===== src/rtl/sfilt_pkg.sv =====
// Shared types for the sample record filter.
package sfilt_pkg;
    // Operation class codes carried with every record.
    typedef enum logic [1:0] {
        OP_OTHER  = 2'd0,
        OP_LOAD   = 2'd1,
        OP_STORE  = 2'd2,
        OP_BRANCH = 2'd3
    } op_class_e;
endpackage


===== src/rtl/sfilt_class_check.sv =====
// Class check: passes when no class enable is set, or when the record's
// class has its enable set. Assumes class codes from sfilt_pkg.
module sfilt_class_check
    import sfilt_pkg::*;
(
    input  logic [1:0] cls,
    input  logic       en_load,
    input  logic       en_store,
    input  logic       en_branch,
    output logic       pass
);
    logic any_en;

    // Combine enables with the decoded class.
    always_comb begin
        any_en = en_load | en_store | en_branch;
        pass   = !any_en
               | (en_load   && (cls == OP_LOAD))
               | (en_store  && (cls == OP_STORE))
               | (en_branch && (cls == OP_BRANCH));
    end
endmodule


===== src/rtl/sfilt_event_check.sv =====
// Event check: every mask bit that is set must also be set in the event
// vector. A zero mask passes. Purely combinational.
module sfilt_event_check #(
    parameter int EVT_W = 16
) (
    input  logic [EVT_W-1:0] events,
    input  logic [EVT_W-1:0] mask,
    output logic             pass
);
    logic [EVT_W-1:0] bit_ok;

    for (genvar i = 0; i < EVT_W; i++) begin : g_bit
        // A bit is satisfied when it is not required or it is present.
        assign bit_ok[i] = !mask[i] || events[i];
    end

    assign pass = &bit_ok;
endmodule


===== src/rtl/sfilt_lat_check.sv =====
// Latency check: passes when the total latency reaches the threshold.
// Assumes unsigned cycle counts of equal width.
module sfilt_lat_check #(
    parameter int LAT_W = 12
) (
    input  logic [LAT_W-1:0] latency,
    input  logic [LAT_W-1:0] min_lat,
    output logic             pass
);
    assign pass = (latency >= min_lat);
endmodule


===== src/rtl/sfilt_counter.sv =====
// Event counter that increments by one per strobe, wrapping at its width.
// Synchronous active-low reset.
module sfilt_counter #(
    parameter int W = 16
) (
    input  logic         clk,
    input  logic         rst_n,
    input  logic         inc,
    output logic [W-1:0] cnt
);
    // Count strobes.
    always_ff @(posedge clk) begin
        if (!rst_n)   cnt <= '0;
        else if (inc) cnt <= cnt + W'(1);
    end
endmodule


===== src/rtl/sample_filter.sv =====
// Sample record filter top. Runs the class, event and latency checks in
// parallel on each input record, registers a keep/discard decision one
// cycle later, forwards kept records and counts both outcomes.
// Assumes configuration inputs are stable while records are presented.
module sample_filter #(
    parameter int EVT_W = 16,
    parameter int LAT_W = 12,
    parameter int PAY_W = 32,
    parameter int CNT_W = 16
) (
    input  logic             clk,
    input  logic             rst_n,
    input  logic             in_valid,
    input  logic [1:0]       in_class,
    input  logic [EVT_W-1:0] in_events,
    input  logic [LAT_W-1:0] in_latency,
    input  logic [PAY_W-1:0] in_payload,
    input  logic             cfg_only_load,
    input  logic             cfg_only_store,
    input  logic             cfg_only_branch,
    input  logic [EVT_W-1:0] cfg_evt_mask,
    input  logic [LAT_W-1:0] cfg_min_lat,
    output logic             dec_valid,
    output logic             dec_keep,
    output logic             out_valid,
    output logic [1:0]       out_class,
    output logic [EVT_W-1:0] out_events,
    output logic [LAT_W-1:0] out_latency,
    output logic [PAY_W-1:0] out_payload,
    output logic [CNT_W-1:0] kept_count,
    output logic [CNT_W-1:0] drop_count
);
    logic class_ok, event_ok, lat_ok, keep_now;

    sfilt_class_check u_class (
        .cls       (in_class),
        .en_load   (cfg_only_load),
        .en_store  (cfg_only_store),
        .en_branch (cfg_only_branch),
        .pass      (class_ok)
    );

    sfilt_event_check #(.EVT_W(EVT_W)) u_event (
        .events (in_events),
        .mask   (cfg_evt_mask),
        .pass   (event_ok)
    );

    sfilt_lat_check #(.LAT_W(LAT_W)) u_lat (
        .latency (in_latency),
        .min_lat (cfg_min_lat),
        .pass    (lat_ok)
    );

    assign keep_now = class_ok && event_ok && lat_ok;

    // Register the decision and its strobe.
    always_ff @(posedge clk) begin
        if (!rst_n) begin
            dec_valid <= 1'b0;
            dec_keep  <= 1'b0;
        end else begin
            dec_valid <= in_valid;
            dec_keep  <= in_valid && keep_now;
        end
    end

    // Capture record fields for forwarding; no reset needed on data.
    always_ff @(posedge clk) begin
        if (in_valid) begin
            out_class   <= in_class;
            out_events  <= in_events;
            out_latency <= in_latency;
            out_payload <= in_payload;
        end
    end

    assign out_valid = dec_valid && dec_keep;

    sfilt_counter #(.W(CNT_W)) u_kept_cnt (
        .clk   (clk),
        .rst_n (rst_n),
        .inc   (in_valid && keep_now),
        .cnt   (kept_count)
    );

    sfilt_counter #(.W(CNT_W)) u_drop_cnt (
        .clk   (clk),
        .rst_n (rst_n),
        .inc   (in_valid && !keep_now),
        .cnt   (drop_count)
    );
endmodule


===== config.mk =====
export PLATFORM = sky130hd
export DESIGN_NAME = sample_filter
export DESIGN_NICKNAME = d
export VERILOG_FILES = /design/src/rtl/sfilt_pkg.sv /design/src/rtl/sfilt_class_check.sv /design/src/rtl/sfilt_event_check.sv /design/src/rtl/sfilt_lat_check.sv /design/src/rtl/sfilt_counter.sv /design/src/rtl/sample_filter.sv
export SDC_FILE = /design/constraint.sdc
export NUM_CORES = 1
export LEC_CHECK = 0
export BUFFER_PORTS_ARGS = -buffer_cell sky130_fd_sc_hd__buf_2
export CORE_ASPECT_RATIO = 1.2
export CORE_MARGIN = 1.5
export CORE_UTILIZATION = 35
export DETAILED_ROUTE_END_ITERATION = 6
export PLACE_DENSITY = 0.65
export SYNTH_ARGS = -nofsm -noshare
export SYNTH_HDL_FRONTEND = slang
export SYNTH_SLANG_ARGS = --single-unit

===== constraint.sdc =====
create_clock -name clk -period 5 [get_ports clk]
set_input_delay 1 -clock clk [delete_from_list [all_inputs] [get_ports clk]]
set_output_delay 1 -clock clk [all_outputs]
set_load 0.005 [all_outputs]

# After elaboration in Yosys (flattened, before gate mapping)
# Index checks and enable logic that the tools add are counted.
# W data, S select, Z words.
# totals
regBits	96
out_inout_bits	97
inputBits	96
wordCells	62
# op_classes
n_reduce_logical	43
addsub	2
n_bitwise	5
n_eq_ne	3
n_lt_le_gt_ge	1
# ops
cell	n
$add A16 B1 Y16 const B	2
$logic_not A1 Y1	18
$logic_or A1 B1 Y1	16
$reduce_and A16 Y1	1
$ge A12 B12 Y1	1
$logic_and A1 B1 Y1	8
$or A1 B1 Y1	5
$eq A2 B2 Y1 const B	2
$eq A2 B1 Y1 const B	1

# Depth between registers and ports, before layout
# Gate-level depths: netlist of the first run.
# depth
depth_word	10
ltp_mapped	10
ltp_nobuf	8

# Hierarchy
# From an unflattened synthesis of the first run, not the netlist that was laid out.
# hier_totals
cells_unflattened	305
hier_area_um2	3931.3
# by_module_without_submodules
mod	seq_area_each_um2	area_each_um2	cells_each	n_inst
sample_filter	1901.8	1954.4	71	1
sfilt_counter	320.3	744.5	83	2
sfilt_lat_check	0.0	307.8	39	1
sfilt_event_check	0.0	137.6	21	1
sfilt_class_check	0.0	42.5	8	1

# Worst setup path before layout of the first run
# No wires, ideal clock.
# synth_timing
path_type	input-to-reg
startpoint	input in_latency[0]
endpoint	register u_drop_cnt.cnt[4]
setup_slack_ps	1996
t_required_ps	4930
path_buffers	1
stages	9
arrival_time_ps	2934
setup_ps	70
path_cell_list	inv_1 > ha_1 > nand2b_4 > a2111oi_4 > nor4_4 > o211a_4 > buf_2 > or4_1 > a21oi_1
# synth_between
elab_chain_len	4
# synth_lines
element	line_no	source
start, declared	sample_filter.sv:16	input logic [LAT_W-1:0] in_latency,
$ge A12 B12 Y1	sfilt_lat_check.sv:10	assign pass = (latency >= min_lat);
$logic_and A1 B1 Y1	sample_filter.sv:55	assign keep_now = class_ok && event_ok && lat_ok;
$logic_not A1 Y1	sample_filter.sv:90	.inc (in_valid && !keep_now),
$logic_and A1 B1 Y1	sample_filter.sv:90	
end signal, assigned	sfilt_counter.sv:14	else if (inc) cnt <= cnt + W'(1);
end, declared	sfilt_counter.sv:9	output logic [W-1:0] cnt
# No other way between the ends.
# A chain may end at the register's enable or synchronous reset.

# Worst setup path in the final report of the first run
# layout_timing
startpoint	input in_latency[10]
endpoint	register u_kept_cnt.cnt[12]
# layout_between
elab_chain_len	3
# layout_lines
element	line_no	source
$ge A12 B12 Y1	sfilt_lat_check.sv:10	
$logic_and A1 B1 Y1	sample_filter.sv:55	
$logic_and A1 B1 Y1	sample_filter.sv:83	.inc (in_valid && keep_now),
end signal, assigned	sfilt_counter.sv:14	
end, declared	sfilt_counter.sv:9	
# No other way between the ends.

==> run summary, run 1 <==
The flow ran to the end, and the final reports show no timing, DRC or antenna violations. At the pin with the least slew margin, the transition time is 0.8906 ns. The synthesized design spends more area on one cell type than any other, namely sky130_fd_sc_hd__edfxtp_1. The number of cells on the worst hold path came out at 2. The end of the worst register-to-register path is u_kept_cnt.cnt[13].

The required time at the endpoint of the critical path is 5.25 ns. The largest fanout on the critical path came out at 20. The boundary pin count is 193. The switching fraction of total power came out at 0.2387. The clock insertion delay at the later pin of the skew report came out at ~0.34 ns. The library cell used most frequently in the layout, excluding fill and tap cells, is sky130_fd_sc_hd__buf_2.

The first-iteration detailed-routing DRC count is around 150. The destination of the worst hold path is u_kept_cnt.cnt[15]. The leakage power of the design came out at 2.293 nW.

The number of optimization iterations in the first detailed-route pass is 5. The number of hold-repair buffers added at the cts stage is 0. The area fraction in compound gates after synthesis was 0.1166. The post-synth design cell area is around 4000 µm². STA classifies the critical path endpoint as a flop.

The wire length of the first global-routing pass came out at between 15 and 20 mm. For this block, the routed nets add up to between 10 and 15 mm of wire. In this design, the largest share of critical-path delay is due to simple AND/OR/NAND/NOR gates. Clock-pin slew was measured on the worst setup and hold paths at approximately 0.070 ns. The final core area utilization is 0.4882. The critical path in this run is classified as in2reg.

The CTS buffer count is 9. The overall routing resource usage is 0.1648. The number of cells on the worst reg-to-reg path is 6. The sequential cell area fraction in the yosys report is 0.6303. The minimum setup slack after placement is approximately 1.6 ns. The share of synthesized area spent on multiplexers is 0.01241. CTS placed an instance of sky130_fd_sc_hd__clkbuf_16 at the clock tree root.

By area, the combinational part of the netlist is dominated by simple AND/OR/NAND/NOR gates. The post-layout instance count excluding filler cells came out at 675. The proportion of power drawn by the clock network came out at 0.389. Of the cells placed in the final design, the portion with a size suffix greater than 1 is 0.4184. The clock arrives with approximately 0.0045 ns of skew. The number of buffers inserted by post-CTS setup repair is 0.

The adder and majority gate portion of the synthesized area came out at 0.04342. The number of global-route vias before repair is just under 3000. On the worst path, the slowest cell contributes a delay of around 0.63 ns. The top cell types in the final layout, fill and taps aside, are sky130_fd_sc_hd__buf_2 (192), sky130_fd_sc_hd__edfxtp_1 (62), sky130_fd_sc_hd__dfxtp_1 (34), sky130_fd_sc_hd__a21oi_1 (26), sky130_fd_sc_hd__inv_1 (21). The worst setup path is launched from an input port. The number of instances in the placed design is roughly 660.

In this run the critical register-to-register path is launched from u_kept_cnt.cnt[2]. The top achievable clock speed came out at approximately 0.33 GHz. The HPWL after detailed placement is between 7 and 8 mm.

The number of failing hold endpoints at the final stage is 0. The worst ir drop on vdd is approximately 0.16 mV. The largest net degree at the start of global routing is 72. The remaining antenna violation count is 0.

In this run the tightest slew margin relative to its limit is 0.4063. Dividing the final minimum period by the clock period gives 0.6115. The power density of the placed cells is approximately 320 nW/µm². The number of antenna violations at the first check in global routing is 2. TritonCTS built the clock tree. The number of buffers and inverters on the critical path came out at 1. By area the synthesized netlist is led by sky130_fd_sc_hd__edfxtp_1 (46%), sky130_fd_sc_hd__dfxtp_1 (17%), sky130_fd_sc_hd__ha_1 (4.3%). Of the total power, registers draw 0.523. The warning count from the yosys run is 0. In this run the most critical hold path is launched from u_kept_cnt.cnt[15]. Of the total power, combinational logic draws 0.088. Routability-driven placement finished with a final weighted congestion of around 0.79.

The number of pins exceeding their max-slew limit in the final report is 0. The setup violation total in the final timing report came out at 0. The repair_antennas step left the layout with diodes totalling 0.

The switching power is 411.0 µW. The total internal power came out at roughly 1.3 mW. Setup slack on the critical path of the routed design comes to just under 2 ns. The total clock sinks came out at 96.

The cell at the slowest stage of the critical path is sky130_fd_sc_hd__or4_1. Traced cell by cell, the critical path runs through buf_2 > ha_1 > and4_1 > nand3_2 > nor4_4 > o211ai_2 > or4_1 > a21oi_1. Across all layers, the routed design uses ~3300 vias. The global-route congestion overflow total is 0. Across the run, the number of max-cap violations was 0. The final period demand of the worst path is between 3 and 4 ns. The die footprint is between 10000 and 15000 µm².

The starting utilization of the core area came out at 0.3621. The post-CTS resize count is 0. The worst-case register-to-register setup slack is just under 3 ns. The area share of the largest cell type after synthesis came out at 0.4615. The site row count came out at 42. The worst hold margin came out at about 0.48 ns. The width of the die came out at 101 µm. The gate count after technology mapping came out at ~320. The class of the tightest hold or removal check is reg2reg. Of the total synthesized cell area, the portion taken by AND, OR, NAND and NOR gates is 0.1638. The area growth from synthesis to layout came out at 34.83%. The setup TNS came out at 0 ns. The number of different library cells in the post-synthesis netlist came out at 39. Of the total synthesized cell area, the portion taken by XOR and XNOR cells is 0.002171. CTS built an H-tree with a depth of 3. The total nets after synthesis is 431.

The detailed-route DRC error count came out at 0. In this run the vertical extent of the chip is roughly 120 µm. The core region area is 11140 µm².

The arrival time at the worst endpoint came out at between 3 and 4 ns. Dividing the detail-routed wire length by the instance count gives 15.35 µm. The number of nets in the finished design is around 630. The maximum count of clock buffers along a single path came out at 2.

Setup repair after global routing left no endpoint under its margin. During placement, the flow inserted port buffers numbering between 150 and 200. The register bit count reported by yosys came out at 96. The mean post-synth cell area came out at 12.57 µm².

Using the TritonRoute via totals, the vias-per-cell ratio works out to roughly 4.9.
-- stage by stage --
step                      power, mW  cell area [µm²]
final                         1.722             5439
after global routing          1.788             5439
after CTS                     1.741             5439
after detailed placement      1.074             5151
after global placement        1.069             5151
after floorplan              0.9690             4034
-- worst register-to-register path, cell delays in order (launching register included) --
cell                      delay, ns
sky130_fd_sc_hd__dfxtp_1       0.44
sky130_fd_sc_hd__nand4_1       0.18
sky130_fd_sc_hd__nor2_1        0.30
sky130_fd_sc_hd__and4_1        0.29
sky130_fd_sc_hd__nand4_1       0.13
sky130_fd_sc_hd__or4_1         0.48
sky130_fd_sc_hd__a21oi_1       0.16
-- cell families (layout without fill, tap and decap cells) --
family | after synthesis | after routing
xor gates and xnor gates | 1 | 1
AOI/OAI and AO/OA | 67 | 67
and+or+nand+nor | 107 | 107
buffers and inverters | 31 | 231
muxes | 5 | 5
adders and majority gates | 14 | 14
DFF | 96 | 96
-- worst max path at each step --
stage                         start                  to  cells past startpoint
floorplan             in_latency[0]   u_drop_cnt.cnt[4]                      9
global placement     in_latency[10]  u_kept_cnt.cnt[12]                      8
detailed placement  cfg_min_lat[11]  u_kept_cnt.cnt[12]                      9
CTS                 cfg_min_lat[11]  u_kept_cnt.cnt[12]                      9
global route        cfg_min_lat[11]  u_kept_cnt.cnt[12]                      9
finish               in_latency[10]  u_kept_cnt.cnt[12]                      8
-- area by class of cell --
class / count / area, µm²
clock inverters: 7 / 62.56
multi-input cells: 194 / 1365
well taps: 154 / 192.7
repair buffers: 193 / 968.4
clock buffers: 9 / 225.2
fillers: 1026 / 5702
inverters: 22 / 82.58
flip-flops and latches: 96 / 2542
-- layer usage --
metal | GRT usage | share of wire | up-vias
li1 | - | - | 1629
met1 | 0.1967 | 0.40 | 1539
met2 | 0.2804 | 0.50 | 142
met3 | 0.04913 | 0.084 | 16
met4 | 0.05729 | 0.013 | 4
met5 | 0 | 0.0032 | -
-- power by group through the flow --
stage | sequential [mW] | clock, mW | combinational, mW
after floorplan | 0.926 | 0 | 0.0430
after global placement | 0.918 | 0 | 0.151
after detailed placement | 0.919 | 0 | 0.154
after CTS | 0.901 | 0.685 | 0.155
after global routing | 0.905 | 0.713 | 0.170
final | 0.901 | 0.669 | 0.152
-- synthesized netlist by cell type --
cell type / instances
sky130_fd_sc_hd__edfxtp_1: 62
sky130_fd_sc_hd__dfxtp_1: 34
sky130_fd_sc_hd__a21oi_1: 26
sky130_fd_sc_hd__inv_1: 21
sky130_fd_sc_hd__nand2_1: 18
sky130_fd_sc_hd__nand2b_1: 17
sky130_fd_sc_hd__o31ai_1: 17
sky130_fd_sc_hd__or4_1: 17
sky130_fd_sc_hd__ha_1: 14
sky130_fd_sc_hd__nand3_1: 12
sky130_fd_sc_hd__nand4_1: 9
sky130_fd_sc_hd__nor2_1: 9
sky130_fd_sc_hd__o21ai_0: 7
sky130_fd_sc_hd__clkbuf_1: 6
sky130_fd_sc_hd__or3_1: 6
sky130_fd_sc_hd__mux2i_1: 5
sky130_fd_sc_hd__nor4_1: 5
sky130_fd_sc_hd__and4_1: 4
sky130_fd_sc_hd__o2111ai_1: 4
sky130_fd_sc_hd__and2_1: 3
sky130_fd_sc_hd__o21a_1: 3
sky130_fd_sc_hd__a21o_1: 2
sky130_fd_sc_hd__buf_2: 2
sky130_fd_sc_hd__nor4_4: 2
sky130_fd_sc_hd__o31a_1: 2
sky130_fd_sc_hd__a2111oi_4: 1
sky130_fd_sc_hd__a31oi_1: 1
sky130_fd_sc_hd__buf_6: 1
sky130_fd_sc_hd__clkinv_1: 1
sky130_fd_sc_hd__nand2b_4: 1
sky130_fd_sc_hd__nand3_2: 1
sky130_fd_sc_hd__nand4b_1: 1
sky130_fd_sc_hd__nor3_1: 1
sky130_fd_sc_hd__o2111ai_2: 1
sky130_fd_sc_hd__o211a_4: 1
sky130_fd_sc_hd__o211ai_2: 1
sky130_fd_sc_hd__o221ai_1: 1
sky130_fd_sc_hd__or2_2: 1
sky130_fd_sc_hd__xor2_1: 1
-- flip-flops by register name, indices dropped and copies added, names as in the netlist --
register / flops
dec_keep: 1
dec_valid: 1
out_class: 2
out_events: 16
out_latency: 12
out_payload: 32
u_drop_cnt.cnt: 16
u_kept_cnt.cnt: 16
(Power assumes the default switching activity.)
==> run 2, diff against run 1 <==
--- a/config.mk
+++ b/config.mk
@@ -10,7 +10,7 @@
 export CORE_MARGIN = 1.5
 export CORE_UTILIZATION = 35
 export DETAILED_ROUTE_END_ITERATION = 6
-export PLACE_DENSITY = 0.65
+export PLACE_DENSITY = 0.68
 export SYNTH_ARGS = -nofsm -noshare
 export SYNTH_HDL_FRONTEND = slang
 export SYNTH_SLANG_ARGS = --single-unit
==> constraint.sdc (replaced) <==
create_clock -name clk -period 2.5 [get_ports clk]
set_input_delay 0.5 -clock clk [delete_from_list [all_inputs] [get_ports clk]]
set_output_delay 0.5 -clock clk [all_outputs]
set_load 0.005 [all_outputs]
==> run 2 against run 1 <==
First-iteration DRC count down 14%. Count of clock-buffer cells in the layout stayed put. Wire length increased by 1.1%. Power up 100%. Final cell count rose by 1.9%. Via count increased by 2.1%. Global-route usage up 0.079 points. Clock skew is essentially flat. Register-to-register slack got worse by 2.5 ns.
==> run summary, run 2 (synthesized netlist as in run 1, its figures left out) <==
The mean routed wirelength per cell came out at 15.23 µm (-0.78%). For hold timing, the worst endpoint is out_payload[27]. The final weighted congestion of routability-driven global placement was 0.7649 (-2.6%). The worst setup path is launched from an input port.

Setup repair after global routing left no endpoint under its margin. The library cell used most frequently in the layout, excluding fill and tap cells, is sky130_fd_sc_hd__buf_2. The power consumption was 3.437 mW (+100%). The global-route congestion overflow total came out at 0 (unchanged).

The area growth from synthesis to layout came out at 37.47%. The number of failing hold endpoints at the final stage is 0 (unchanged). The setup TNS came to 0 ns (unchanged). The core region area is 11140 µm² (unchanged). The worst-case register-to-register setup slack came out at 0.47 ns (-2.45 ns). The arrival time at the worst endpoint came to 2.63 ns (-0.68 ns). The share of post-route cells with drive strength above 1 is 0.4345 (+0.01603). The CTS buffer count was 9 (unchanged). The worst ir drop on vdd came to 0.2853 mV (+78%). The number of instances in the placed design is 672 (+2.0%).

The smallest clock period supported by the final layout is computed as ~2.4 ns. The tree is rooted in a sky130_fd_sc_hd__clkbuf_16. The worst register-to-register path ends at u_kept_cnt.cnt[13]. The most critical setup path has its startpoint at in_latency[9]. The worst register-to-register path begins at u_kept_cnt.cnt[3].

The portion of the clock cycle consumed by the worst path in the final layout is 0.9434. The HPWL after detailed placement is 8.191 mm (+4.9%). The starting utilization of the core area came out at 0.3621 (unchanged). The die footprint came out at 12180 µm² (unchanged). The number of buffers and inverters on the critical path came out at 2 (+1). The setup violation total in the final timing report is 0 (unchanged). The maximum clock skew at final layout came to 0.004953 ns (+0.0004213 ns). The overall routing resource usage is 0.1656 (+0.0007931). The number of global-route vias before repair came out at 3188 (+6.9%). The number of optimization iterations in the first detailed-route pass came to 4 (-1). The flow ran to the end, and the final reports show no timing, DRC or antenna violations.

The top achievable clock speed is 0.4240 GHz. The aggregate routed wire length came out at 10.48 mm (+1.1%). The site row count came out at 42 (unchanged). The top cell types in the final layout, fill and taps aside, are sky130_fd_sc_hd__buf_2 (192), sky130_fd_sc_hd__edfxtp_1 (62), sky130_fd_sc_hd__dfxtp_1 (34), sky130_fd_sc_hd__a21oi_1 (26), sky130_fd_sc_hd__inv_1 (21). The H-tree depth is 3 (unchanged).

The required time at the endpoint of the critical path is 2.77 ns (-2.48 ns). Walking the worst path, the cells encountered are buf_2 > ha_1 > and4_1 > a21oi_1 > o221ai_2 > buf_4 > o211a_4 > or4_1 > a21oi_1. The largest fanout on the critical path was 25 (+25%). The number of antenna violations at the first check in global routing is 1 (-1). The via density per instance came to 4.943 (+0.20%). TritonCTS built the clock tree. The number of vias after detailed routing is 3401 (+2.1%). STA classifies the critical path endpoint as a flop. The wire length of the first global-routing pass came to 15.45 mm (+0.68%). The number of hold-repair buffers added at the cts stage is 0 (unchanged). The number of cells on the worst hold path is 1 (-1).

The power density of the placed cells is 619.7 nW/µm² (+96%). The total clock sinks came out at 96 (unchanged). The total inserted antenna cells is 0 (unchanged).

Broken down by cell family, the worst path's largest delay share belongs to compound AO/OA/AOI/OAI gates. The count of input and output buffers is 192 (unchanged). The instance area at placement came to 5249 µm² (+1.9%). The worst hold path belongs to the class in2reg.

The largest net degree at the start of global routing came out at 64 (-11%). The first-iteration detailed-routing DRC count is 132 (-14%). The number of maximum-capacitance constraint violations came to 0 (unchanged). The detailed-route DRC error count is 0 (unchanged). The post-layout instance area came out at 5545 µm² (+2.0%). The leakage power of the design was 2.350 nW (+2.5%). On the critical path, the stage with the largest delay is an instance of sky130_fd_sc_hd__or4_1. The relative slew slack is 0.4656 (+0.05934). Counting stages on the worst path, the most repeated cell is sky130_fd_sc_hd__a21oi_1. The maximum count of clock buffers along a single path is 2 (unchanged). The number of flip-flops in the largest register was 32 (unchanged). The post-layout instance count excluding filler cells is 688 (+1.9%).

The clock-pin slew on the worst setup and hold paths is 0.07 ns (about the same). The number of nets in the finished design is 639 (+2.1%). The width of the die came out at 101 µm (unchanged).

The number of pins exceeding their max-slew limit in the final report is 0 (unchanged). The number of buffers inserted by post-CTS setup repair is 0 (unchanged). The register with the most flip-flops in the final layout is out_payload.

The post-CTS resize count came out at 0 (unchanged). The number of cells on the worst reg-to-reg path is 6 (unchanged). The remaining antenna violation count is 0 (unchanged).

The launch instance of the worst min-delay path is in_payload[27]. The highest cell delay on the worst timing path came out at 0.52 ns (-0.11 ns). The slew at the pin closest to its max-slew limit came to 0.8016 ns (-0.08900 ns). The die span in y was 120.6 µm (unchanged). The start-to-end type of the worst setup path is in2reg. The clock insertion delay at the later pin of the skew report is 0.34 ns (about the same). The boundary pin count is 193 (unchanged).
run 2: changes by cell type in the layout (fill, tap and decap cells not counted):
cell	change
sky130_fd_sc_hd__clkinv_4	-1
sky130_fd_sc_hd__clkinvlp_4	+2
sky130_fd_sc_hd__buf_4	+13
sky130_fd_sc_hd__o221ai_2	+1
sky130_fd_sc_hd__o221ai_1	-1
sky130_fd_sc_hd__inv_6	-3
sky130_fd_sc_hd__inv_8	+2
run 2: layout make-up:
cell class	count	area (µm²)
fill	1038	5595
sequential	96	2542
multi-input combinational	194	1371
timing repair buffer	206	1066
clock buffer	9	225.2
tap	154	192.7
inverter	22	82.58
clock inverter	7	65.06
run 2: routing by layer:
metal / share of wire / track usage / routed length (µm)
met5: 0.0012 / 0 / 13
met4: 0.020 / 0.06944 / 214
met3: 0.087 / 0.05434 / 908
met1: 0.38 / 0.1755 / 3933
met2: 0.52 / 0.2977 / 5409
run 2: through the flow:
step / utilization / setup WS, ns / hold WS (ns)
after floorplan: - / 0.02312 / 0.4591
after global placement: 0.4711 / -0.1654 / 0.4506
after detailed placement: 0.4711 / -0.2776 / 0.4776
after CTS: 0.4972 / 0.08917 / 0.3166
after global routing: 0.4978 / 0.02251 / 0.3176
final: 0.4978 / 0.1415 / 0.3302
run 2: worst max-delay path by stage:
stage / to / slack (ns) / depth (start not counted)
3_5_place_dp: u_drop_cnt.cnt[5] / -0.28 / 9
5_1_grt: u_kept_cnt.cnt[2] / 0.02 / 10
3_3_place_gp: u_kept_cnt.cnt[4] / -0.17 / 9
6_report: u_drop_cnt.cnt[7] / 0.14 / 9
2_1_floorplan: u_kept_cnt.cnt[6] / 0.02 / 9
4_1_cts: u_drop_cnt.cnt[5] / 0.09 / 9
run 2: where the power goes:
group          switching (mW)  internal (mW)
Clock                   0.621          0.697
Combinational           0.162          0.155
Sequential             0.0212           1.78
